## src/rtl/sdram_ctrl_pkg.sv

```systemverilog
package sdram_ctrl_pkg;
    // {cs_n, ras_n, cas_n, we_n}
    typedef enum logic [3:0] {
        CMD_LMR   = 4'b0000,
        CMD_REF   = 4'b0001,
        CMD_PRE   = 4'b0010,
        CMD_ACT   = 4'b0011,
        CMD_WR    = 4'b0100,
        CMD_RD    = 4'b0101,
        CMD_BST   = 4'b0110,
        CMD_NOP   = 4'b0111
    } sd_cmd_e;

    localparam int AP_BIT = 10;
endpackage

```

## src/rtl/sdram_bank_state.sv

```systemverilog
module sdram_bank_state #(
    parameter int ROW_W = 13,
    parameter int T_RCD = 3,
    parameter int T_RP  = 3,
    parameter int T_RAS = 6,
    parameter int T_WR  = 2
) (
    input  logic             clk,
    input  logic             rst_n,
    input  logic             act_i,
    input  logic             pre_i,
    input  logic             col_i,
    input  logic             wr_i,
    input  logic             ap_i,
    input  logic [ROW_W-1:0] row_i,
    output logic             open_o,
    output logic [ROW_W-1:0] row_o,
    output logic             col_ok_o,
    output logic             pre_ok_o,
    output logic             act_ok_o
);
    localparam int CNT_W = $clog2(T_WR + T_RP + T_RAS + T_RCD + 1) + 1;

    typedef struct packed {
        logic             open;
        logic [ROW_W-1:0] row;
        logic [CNT_W-1:0] rcd;
        logic [CNT_W-1:0] ras;
        logic [CNT_W-1:0] wrc;
        logic [CNT_W-1:0] rp;
    } bank_t;

    bank_t st_d, st_q;

    function automatic logic [CNT_W-1:0] step(input logic [CNT_W-1:0] v);
        return (v == '0) ? v : v - 1'b1;
    endfunction

    always_comb begin
        st_d     = st_q;
        st_d.rcd = step(st_q.rcd);
        st_d.ras = step(st_q.ras);
        st_d.wrc = step(st_q.wrc);
        st_d.rp  = step(st_q.rp);
        if (act_i) begin
            st_d.open = 1'b1;
            st_d.row  = row_i;
            st_d.rcd  = CNT_W'(T_RCD - 1);
            st_d.ras  = CNT_W'(T_RAS - 1);
        end
        if (pre_i) begin
            st_d.open = 1'b0;
            st_d.rp   = CNT_W'(T_RP - 1);
        end
        if (col_i) begin
            if (wr_i) st_d.wrc = CNT_W'(T_WR - 1);
            if (ap_i) begin
                st_d.open = 1'b0;
                st_d.rp   = wr_i ? CNT_W'(T_WR + T_RP - 1) : CNT_W'(T_RP - 1);
            end
        end
    end

    always_ff @(posedge clk or negedge rst_n) begin
        if (!rst_n) st_q <= '0;
        else        st_q <= st_d;
    end

    assign open_o   = st_q.open;
    assign row_o    = st_q.row;
    assign col_ok_o = (st_q.rcd == '0);
    assign pre_ok_o = (st_q.ras == '0) && (st_q.wrc == '0);
    assign act_ok_o = (st_q.rp == '0);
endmodule

```

## src/rtl/sdram_rd_align.sv

```systemverilog
module sdram_rd_align #(
    parameter int CL     = 2,
    parameter int DATA_W = 16
) (
    input  logic              clk,
    input  logic              rst_n,
    input  logic              rd_issue_i,
    input  logic [DATA_W-1:0] dq_i,
    output logic              unmask_o,
    output logic              valid_o,
    output logic [DATA_W-1:0] data_o
);
    typedef struct packed {
        logic [CL:0]       pipe;
        logic              valid;
        logic [DATA_W-1:0] data;
    } algn_t;

    algn_t al_d, al_q;

    always_comb begin
        al_d       = al_q;
        al_d.pipe  = {al_q.pipe[CL-1:0], rd_issue_i};
        al_d.valid = al_q.pipe[CL];
        if (al_q.pipe[CL]) al_d.data = dq_i;
    end

    always_ff @(posedge clk or negedge rst_n) begin
        if (!rst_n) al_q <= '0;
        else        al_q <= al_d;
    end

    // mask is registered by the device two cycles ahead of the data
    generate
        if (CL == 2) begin : g_cl2
            assign unmask_o = rd_issue_i;
        end else begin : g_cl3
            assign unmask_o = al_q.pipe[CL-3];
        end
    endgenerate

    assign valid_o = al_q.valid;
    assign data_o  = al_q.data;
endmodule

```

## src/rtl/sdram_bank_ctrl.sv

```systemverilog
module sdram_bank_ctrl
    import sdram_ctrl_pkg::*;
#(
    parameter int ROW_W  = 13,
    parameter int COL_W  = 9,
    parameter int DATA_W = 16,
    parameter int CL     = 2,
    parameter int T_RCD  = 3,
    parameter int T_RP   = 3,
    parameter int T_RAS  = 6,
    parameter int T_WR   = 2,
    localparam int BANK_W = 2,
    localparam int NB     = 1 << BANK_W,
    localparam int ADDR_W = ROW_W + BANK_W + COL_W,
    localparam int DQM_W  = DATA_W / 8
) (
    input  logic              clk,
    input  logic              rst_n,
    input  logic              req_valid,
    output logic              req_ready,
    input  logic              req_write,
    input  logic              req_close,
    input  logic [ADDR_W-1:0] req_addr,
    input  logic [DATA_W-1:0] req_wdata,
    output logic              rd_valid,
    output logic [DATA_W-1:0] rd_data,
    output logic              sd_cs_n,
    output logic              sd_ras_n,
    output logic              sd_cas_n,
    output logic              sd_we_n,
    output logic [BANK_W-1:0] sd_ba,
    output logic [ROW_W-1:0]  sd_a,
    output logic [DQM_W-1:0]  sd_dqm,
    output logic [DATA_W-1:0] sd_dq_out,
    output logic              sd_dq_oe,
    input  logic [DATA_W-1:0] sd_dq_in
);
    typedef struct packed {
        logic              pend;
        logic              wr;
        logic              close;
        logic [ROW_W-1:0]  row;
        logic [BANK_W-1:0] bank;
        logic [COL_W-1:0]  col;
        logic [DATA_W-1:0] wdata;
        sd_cmd_e           cmd;
        logic [BANK_W-1:0] ba;
        logic [ROW_W-1:0]  a;
        logic [DATA_W-1:0] dq;
        logic              oe;
        logic              dqm;
    } ctrl_t;

    ctrl_t ct_d, ct_q;

    logic [NB-1:0]    open_v, col_ok_v, pre_ok_v, act_ok_v;
    logic [ROW_W-1:0] row_v [NB];
    logic             hit, do_col, do_pre, do_act, rd_unmask;

    generate
        for (genvar gi = 0; gi < NB; gi++) begin : g_bank
            sdram_bank_state #(
                .ROW_W(ROW_W), .T_RCD(T_RCD), .T_RP(T_RP), .T_RAS(T_RAS), .T_WR(T_WR)
            ) u_bank (
                .clk     (clk),
                .rst_n   (rst_n),
                .act_i   (do_act && (ct_q.bank == BANK_W'(gi))),
                .pre_i   (do_pre && (ct_q.bank == BANK_W'(gi))),
                .col_i   (do_col && (ct_q.bank == BANK_W'(gi))),
                .wr_i    (ct_q.wr),
                .ap_i    (ct_q.close),
                .row_i   (ct_q.row),
                .open_o  (open_v[gi]),
                .row_o   (row_v[gi]),
                .col_ok_o(col_ok_v[gi]),
                .pre_ok_o(pre_ok_v[gi]),
                .act_ok_o(act_ok_v[gi])
            );
        end
    endgenerate

    sdram_rd_align #(.CL(CL), .DATA_W(DATA_W)) u_align (
        .clk       (clk),
        .rst_n     (rst_n),
        .rd_issue_i(do_col && !ct_q.wr),
        .dq_i      (sd_dq_in),
        .unmask_o  (rd_unmask),
        .valid_o   (rd_valid),
        .data_o    (rd_data)
    );

    always_comb begin
        hit    = open_v[ct_q.bank] && (row_v[ct_q.bank] == ct_q.row);
        do_col = ct_q.pend && hit && col_ok_v[ct_q.bank]
                 && (!ct_q.close || pre_ok_v[ct_q.bank]);
        do_pre = ct_q.pend && open_v[ct_q.bank] && !hit && pre_ok_v[ct_q.bank];
        do_act = ct_q.pend && !open_v[ct_q.bank] && act_ok_v[ct_q.bank];
        req_ready = !ct_q.pend || do_col;

        ct_d     = ct_q;
        ct_d.cmd = CMD_NOP;
        ct_d.ba  = ct_q.bank;
        ct_d.a   = '0;
        ct_d.oe  = 1'b0;
        ct_d.dq  = '0;
        if (do_act) begin
            ct_d.cmd = CMD_ACT;
            ct_d.a   = ct_q.row;
        end else if (do_pre) begin
            ct_d.cmd = CMD_PRE;          // bit 10 low: this bank only
        end else if (do_col) begin
            ct_d.cmd            = ct_q.wr ? CMD_WR : CMD_RD;
            ct_d.a[COL_W-1:0]   = ct_q.col;
            ct_d.a[AP_BIT]      = ct_q.close;
            ct_d.oe             = ct_q.wr;
            ct_d.dq             = ct_q.wr ? ct_q.wdata : '0;
            ct_d.pend           = 1'b0;
        end
        ct_d.dqm = !((do_col && ct_q.wr) || rd_unmask);

        if (req_valid && req_ready) begin
            ct_d.pend  = 1'b1;
            ct_d.wr    = req_write;
            ct_d.close = req_close;
            ct_d.row   = req_addr[ADDR_W-1 -: ROW_W];
            ct_d.bank  = req_addr[COL_W +: BANK_W];
            ct_d.col   = req_addr[COL_W-1:0];
            ct_d.wdata = req_wdata;
        end
    end

    always_ff @(posedge clk or negedge rst_n) begin
        if (!rst_n) begin
            ct_q     <= '0;
            ct_q.cmd <= CMD_NOP;
            ct_q.dqm <= 1'b1;
        end else begin
            ct_q <= ct_d;
        end
    end

    assign {sd_cs_n, sd_ras_n, sd_cas_n, sd_we_n} = ct_q.cmd;
    assign sd_ba     = ct_q.ba;
    assign sd_a      = ct_q.a;
    assign sd_dqm    = {DQM_W{ct_q.dqm}};
    assign sd_dq_out = ct_q.dq;
    assign sd_dq_oe  = ct_q.oe;
endmodule

```

## config.mk

```make
export PLATFORM = sky130hd
export DESIGN_NAME = sdram_bank_ctrl
export DESIGN_NICKNAME = d
export VERILOG_FILES = /design/src/rtl/sdram_ctrl_pkg.sv /design/src/rtl/sdram_bank_state.sv /design/src/rtl/sdram_rd_align.sv /design/src/rtl/sdram_bank_ctrl.sv
export SDC_FILE = /design/constraint.sdc
export NUM_CORES = 1
export LEC_CHECK = 0
export BUFFER_PORTS_ARGS = -buffer_cell sky130_fd_sc_hd__buf_2
export CORE_UTILIZATION = 30
export CTS_BUF_LIST = sky130_fd_sc_hd__clkbuf_16
export CTS_CLUSTER_DIAMETER = 200
export DETAILED_ROUTE_END_ITERATION = 10
export GPL_TIMING_DRIVEN = 0
export MAX_ROUTING_LAYER = met4
export PLACE_DENSITY_LB_ADDON = 0.2
export SLEW_MARGIN = 20
export SYNTH_ARGS = -nofsm -noshare
export SYNTH_HDL_FRONTEND = slang
export SYNTH_SLANG_ARGS = --single-unit
```

## constraint.sdc

```tcl
create_clock -name clk -period 9.5 [get_ports clk]
set_clock_uncertainty 0.15 [all_clocks]
set_input_delay 1.9 -clock clk [delete_from_list [all_inputs] [get_ports clk]]
set_output_delay 1.9 -clock clk [all_outputs]
set_load 0.05 [all_outputs]
```

==> flow_summary.rst <==
.. list-table::
   :header-rows: 1

   * - Metric
     - Value
   * - Number of levels in the clock H-tree
     - 1
   * - Pin count of the biggest net entering global routing
     - 93
   * - WL/cell
     - 15.7 um
   * - Via density per instance
     - 4.65
   * - Total of flip-flops plus latches after synthesis
     - 235
   * - Net switching power
     - 1080 uW
   * - Peak supply drop
     - 0.130 mV
   * - Share of synthesized cell area in and, or, nand and nor gates
     - 14.3%
   * - Startpoint of the tightest hold check path
     - u_align.al_d[18]
   * - TritonCTS clock tree
     - built
   * - Number of standard cells after synthesis
     - 1062
   * - Area contributors post-synth
     - sky130_fd_sc_hd__dfrtp_1 (48%), sky130_fd_sc_hd__o211ai_2 (8.2%), sky130_fd_sc_hd__nand2_1 (5.7%), sky130_fd_sc_hd__xnor2_1 (3.6%), sky130_fd_sc_hd__mux2_1 (3.4%)
   * - Total routed wirelength
     - 27300 um
   * - Final critical-path required period
     - 6.02 ns
   * - Core area
     - 39100 sq um
   * - Total via count after detailed routing
     - 8110
   * - Most common cell after layout, fill and taps aside
     - sky130_fd_sc_hd__dfrtp_1
   * - FP Rows
     - 72
   * - Number of different library cells in the post-synthesis netlist
     - 55
   * - Run status
     - finished, final reports clean
   * - Commonest register cell after synthesis
     - sky130_fd_sc_hd__dfrtp_1
   * - FF-to-FF setup slack
     - 5.97 ns
   * - Number of endpoints failing setup at the final stage
     - 0
   * - Design internal power
     - 2280 uW
   * - Detailed-routing wirelength on met1
     - 13100 um
   * - Area fraction of the dominant cell type after synthesis
     - 48.1%
   * - Area Overhead vs Synth
     - 17.8%
   * - Final TNS setup
     - 0 ns
   * - Global-route usage over all layers
     - 14.2%
   * - Share of total power in sequential cells
     - 42.2%
   * - Critical path startpoint
     - ct_d[32]
   * - Initial Utilization
     - 30.7%
   * - Share of synthesized cell area in full adder, half adder and majority cells
     - 2.91%
   * - Sort of element at the end of the critical path
     - output port
   * - Number of antenna violations at the first check in global routing
     - 0
   * - Clock latency at the later pin of the worst-skew pair
     - 0.54 ns
   * - Met2 WL post-DR
     - 12800 um
   * - Number of buffers between clock root and the deepest sink
     - 3
   * - Number of global-route vias before repair
     - 8324
   * - Cell area after placement
     - 13300 sq um
   * - Wire length of the first global-routing pass
     - 45700 um
   * - Routed wl met3
     - 756 um
   * - RePlAce Congestion
     - 0.744
   * - Cell Pwr Density
     - 237 nW/um^2
   * - Achievable frequency
     - 0.166 GHz
   * - Number of buffers inserted by post-CTS setup repair
     - 0
   * - Final hold violation count
     - 0
   * - Leading cell types in the layout, fill and taps excluded
     - sky130_fd_sc_hd__dfrtp_1 (231), sky130_fd_sc_hd__nand2_1 (181), sky130_fd_sc_hd__buf_2 (135)
   * - Leakage
     - 0.00679 uW
   * - Critical R2R Launch
     - ct_d[32]
   * - Number of enable flip-flop cells after synthesis
     - 0
   * - Multi-input gate area in the final layout
     - 5300 sq um
   * - Number of antenna cells inserted
     - 0
   * - HPWL after detailed placement
     - 19300 um
   * - Type of the tightest min-delay check
     - register to register
   * - Cts hold-fix bufs
     - 0
   * - CP Class
     - register to output port
   * - Count of nets left with antenna violations after detail routing
     - 0
   * - Worst-case headroom to the max-slew limit
     - 32.6%
   * - CTS root buf
     - sky130_fd_sc_hd__clkbuf_16
   * - Combinational share of power
     - 28.1%
   * - Data required time at the worst endpoint
     - 7.45 ns
   * - Cts repair resizes
     - 0
   * - Compound-cell area share of the yosys netlist
     - 13.2%
   * - Async SR Flop Fraction
     - 100%
   * - Highest Signal Layer
     - met4
   * - Max FO, Critical Path
     - 10
   * - Detailed-route DRC error count
     - 0
   * - Biggest area consumer among synthesized cells
     - sky130_fd_sc_hd__dfrtp_1
   * - Setup repair after global routing missed its margin
     - false
   * - Layout net count
     - 1297
   * - Multiplexer share of the synthesized area
     - 9.08%
   * - Per-instance average area after synthesis
     - 11.3 sq um
   * - Number of max-cap violations
     - 0
   * - Vert. Die Dim
     - 202 um
   * - Portion of the post-synthesis area used by sequential elements
     - 49.0%
   * - Final Slew Violations
     - 0
   * - # port buffers
     - 114
   * - Leftover overflow at the end of global routing
     - 0
   * - Combined area of all synthesized cells
     - 12000 sq um
   * - Part of the cycle the worst path needs
     - 63.3%
   * - Share of final-layout standard cells stronger than drive strength 1
     - 31.5%
   * - Tightest Pin Transition
     - 0.997 ns
   * - Num Clock Sinks
     - 235
   * - Post-synthesis share of cell area spent on xor and xnor gates
     - 4.50%
   * - Detailed Route Iter0 Violations
     - 369
   * - Die boundary width
     - 202 um
   * - Top-level port count
     - 117
   * - Synth Net Count
     - 1151
   * - Main combinational cell family by area after synthesis
     - simple AND/OR/NAND/NOR gates
   * - Critical path launch point type
     - register
   * - Sw Ratio
     - 32.2%
   * - Finished Cell Area
     - 14200 sq um
   * - Yosys warns
     - 0
   * - Die ar.
     - 40900 sq um
   * - Clk slew on worst S/H paths
     - 0.06 ns
   * - Crit path arrival time
     - 3.97 ns
   * - Num CTS Buffers
     - 28
   * - Register Area
     - 5890 sq um
   * - Fill count
     - 3972
   * - Part of the total power dissipated in the clock network
     - 29.7%
   * - Number of iterations in the first detailed-routing pass
     - 4
[power groups by stage]
stage,Combinational [uW],Sequential [uW],Clock [uW]
after floorplan,783,1390,0
after global placement,931,1430,0
after detailed placement,958,1430,0
after global routing,1100,1450,1070
after CTS,961,1420,1030
final,944,1420,997
[state kept, by name, summed over array words and instances, names as in the netlist, 2 cells and up]
register / count
ct_q: 41
u_align.data_o: 16
ct_d: 2
u_align.al_d: 3
sd_ba: 2
g_bank.u_bank.row_o: 52
sd_dq_out: 16
g_bank.u_bank.st_q: 80
g_bank.u_bank.open_o: 4
sd_a: 13
[kinds of logic (layout without fill, tap and decap cells)]
logic type                 count (synthesis)  after routing
adders and majority gates                 28             28
AOI/OAI and AO/OA                        162            162
DFF                                      235            235
muxes                                     80             80
xor gates and xnor gates                  60             60
and+or+nand+nor                          355            355
other                                      1              1
buffers and inverters                    141            306
[layer usage]
layer  track usage (%)  vias to the layer above
met5                 -                        -
li1                  -                     3922
met2              22.4                      111
met4              3.60                        0
met3              1.82                       41
met1              19.3                     4036
[cells in the mapped netlist (all sizes together) (9+ instances only)]
cell type  instances
buf               81
nor3              27
nand2            183
a21oi             38
ha                28
clkbuf            24
nor4b             12
a22o               9
mux4              15
o211ai            85
mux2              61
and2              23
nor2              69
nor4              14
inv               36
dfrtp            231
or3               11
xnor2             52
[critical path: stages, from the launching register on]
cell                       delay [ns]
sky130_fd_sc_hd__dfrtp_1         0.41
sky130_fd_sc_hd__buf_2           0.33
sky130_fd_sc_hd__buf_2           0.39
sky130_fd_sc_hd__clkbuf_1        0.49
sky130_fd_sc_hd__mux4_1          0.48
sky130_fd_sc_hd__nand2_2         0.18
sky130_fd_sc_hd__a21oi_1         0.13
sky130_fd_sc_hd__a21oi_2         0.48
sky130_fd_sc_hd__buf_6           0.24
sky130_fd_sc_hd__inv_1           0.07
sky130_fd_sc_hd__buf_2           0.21
[final cells by class]
| cell class | instances | area share [%] |
|---|---|---|
| plain buffers | 105 | 4.99 |
| clock buffers | 29 | 5.13 |
| clock inverters | 20 | 0.849 |
| inverters | 36 | 0.955 |
| multi-input cells | 686 | 37.4 |
| flip-flops and latches | 235 | 41.6 |
| well taps | 518 | 4.58 |
| repair buffers | 116 | 4.49 |
[worst paths after layout]
path / endpoint / cells past startpoint
setup reg to reg: ct_q[60] / 9
setup / recovery: req_ready / 10
hold / removal: u_align.al_d[19] / 0
min in group asynchronous: sd_dq_oe / 1
max in group asynchronous: sd_ras_n / 3
hold reg to reg: u_align.al_d[19] / 0
[stage by stage]
stage,util [%],std cells,setup WS [ns],hold WS [ns],total power (uW)
global route,36.2,1745,3.23,0.207,3620
detailed placement,34.0,1696,4.01,0.186,2390
floorplan,-,1062,4.81,0.181,2180
global placement,33.9,1694,1.76,0.183,2360
finish,36.2,1745,3.48,0.197,3360
CTS,36.2,1745,3.43,0.199,3410
No activity file was read; power rests on OpenSTA's default activity.
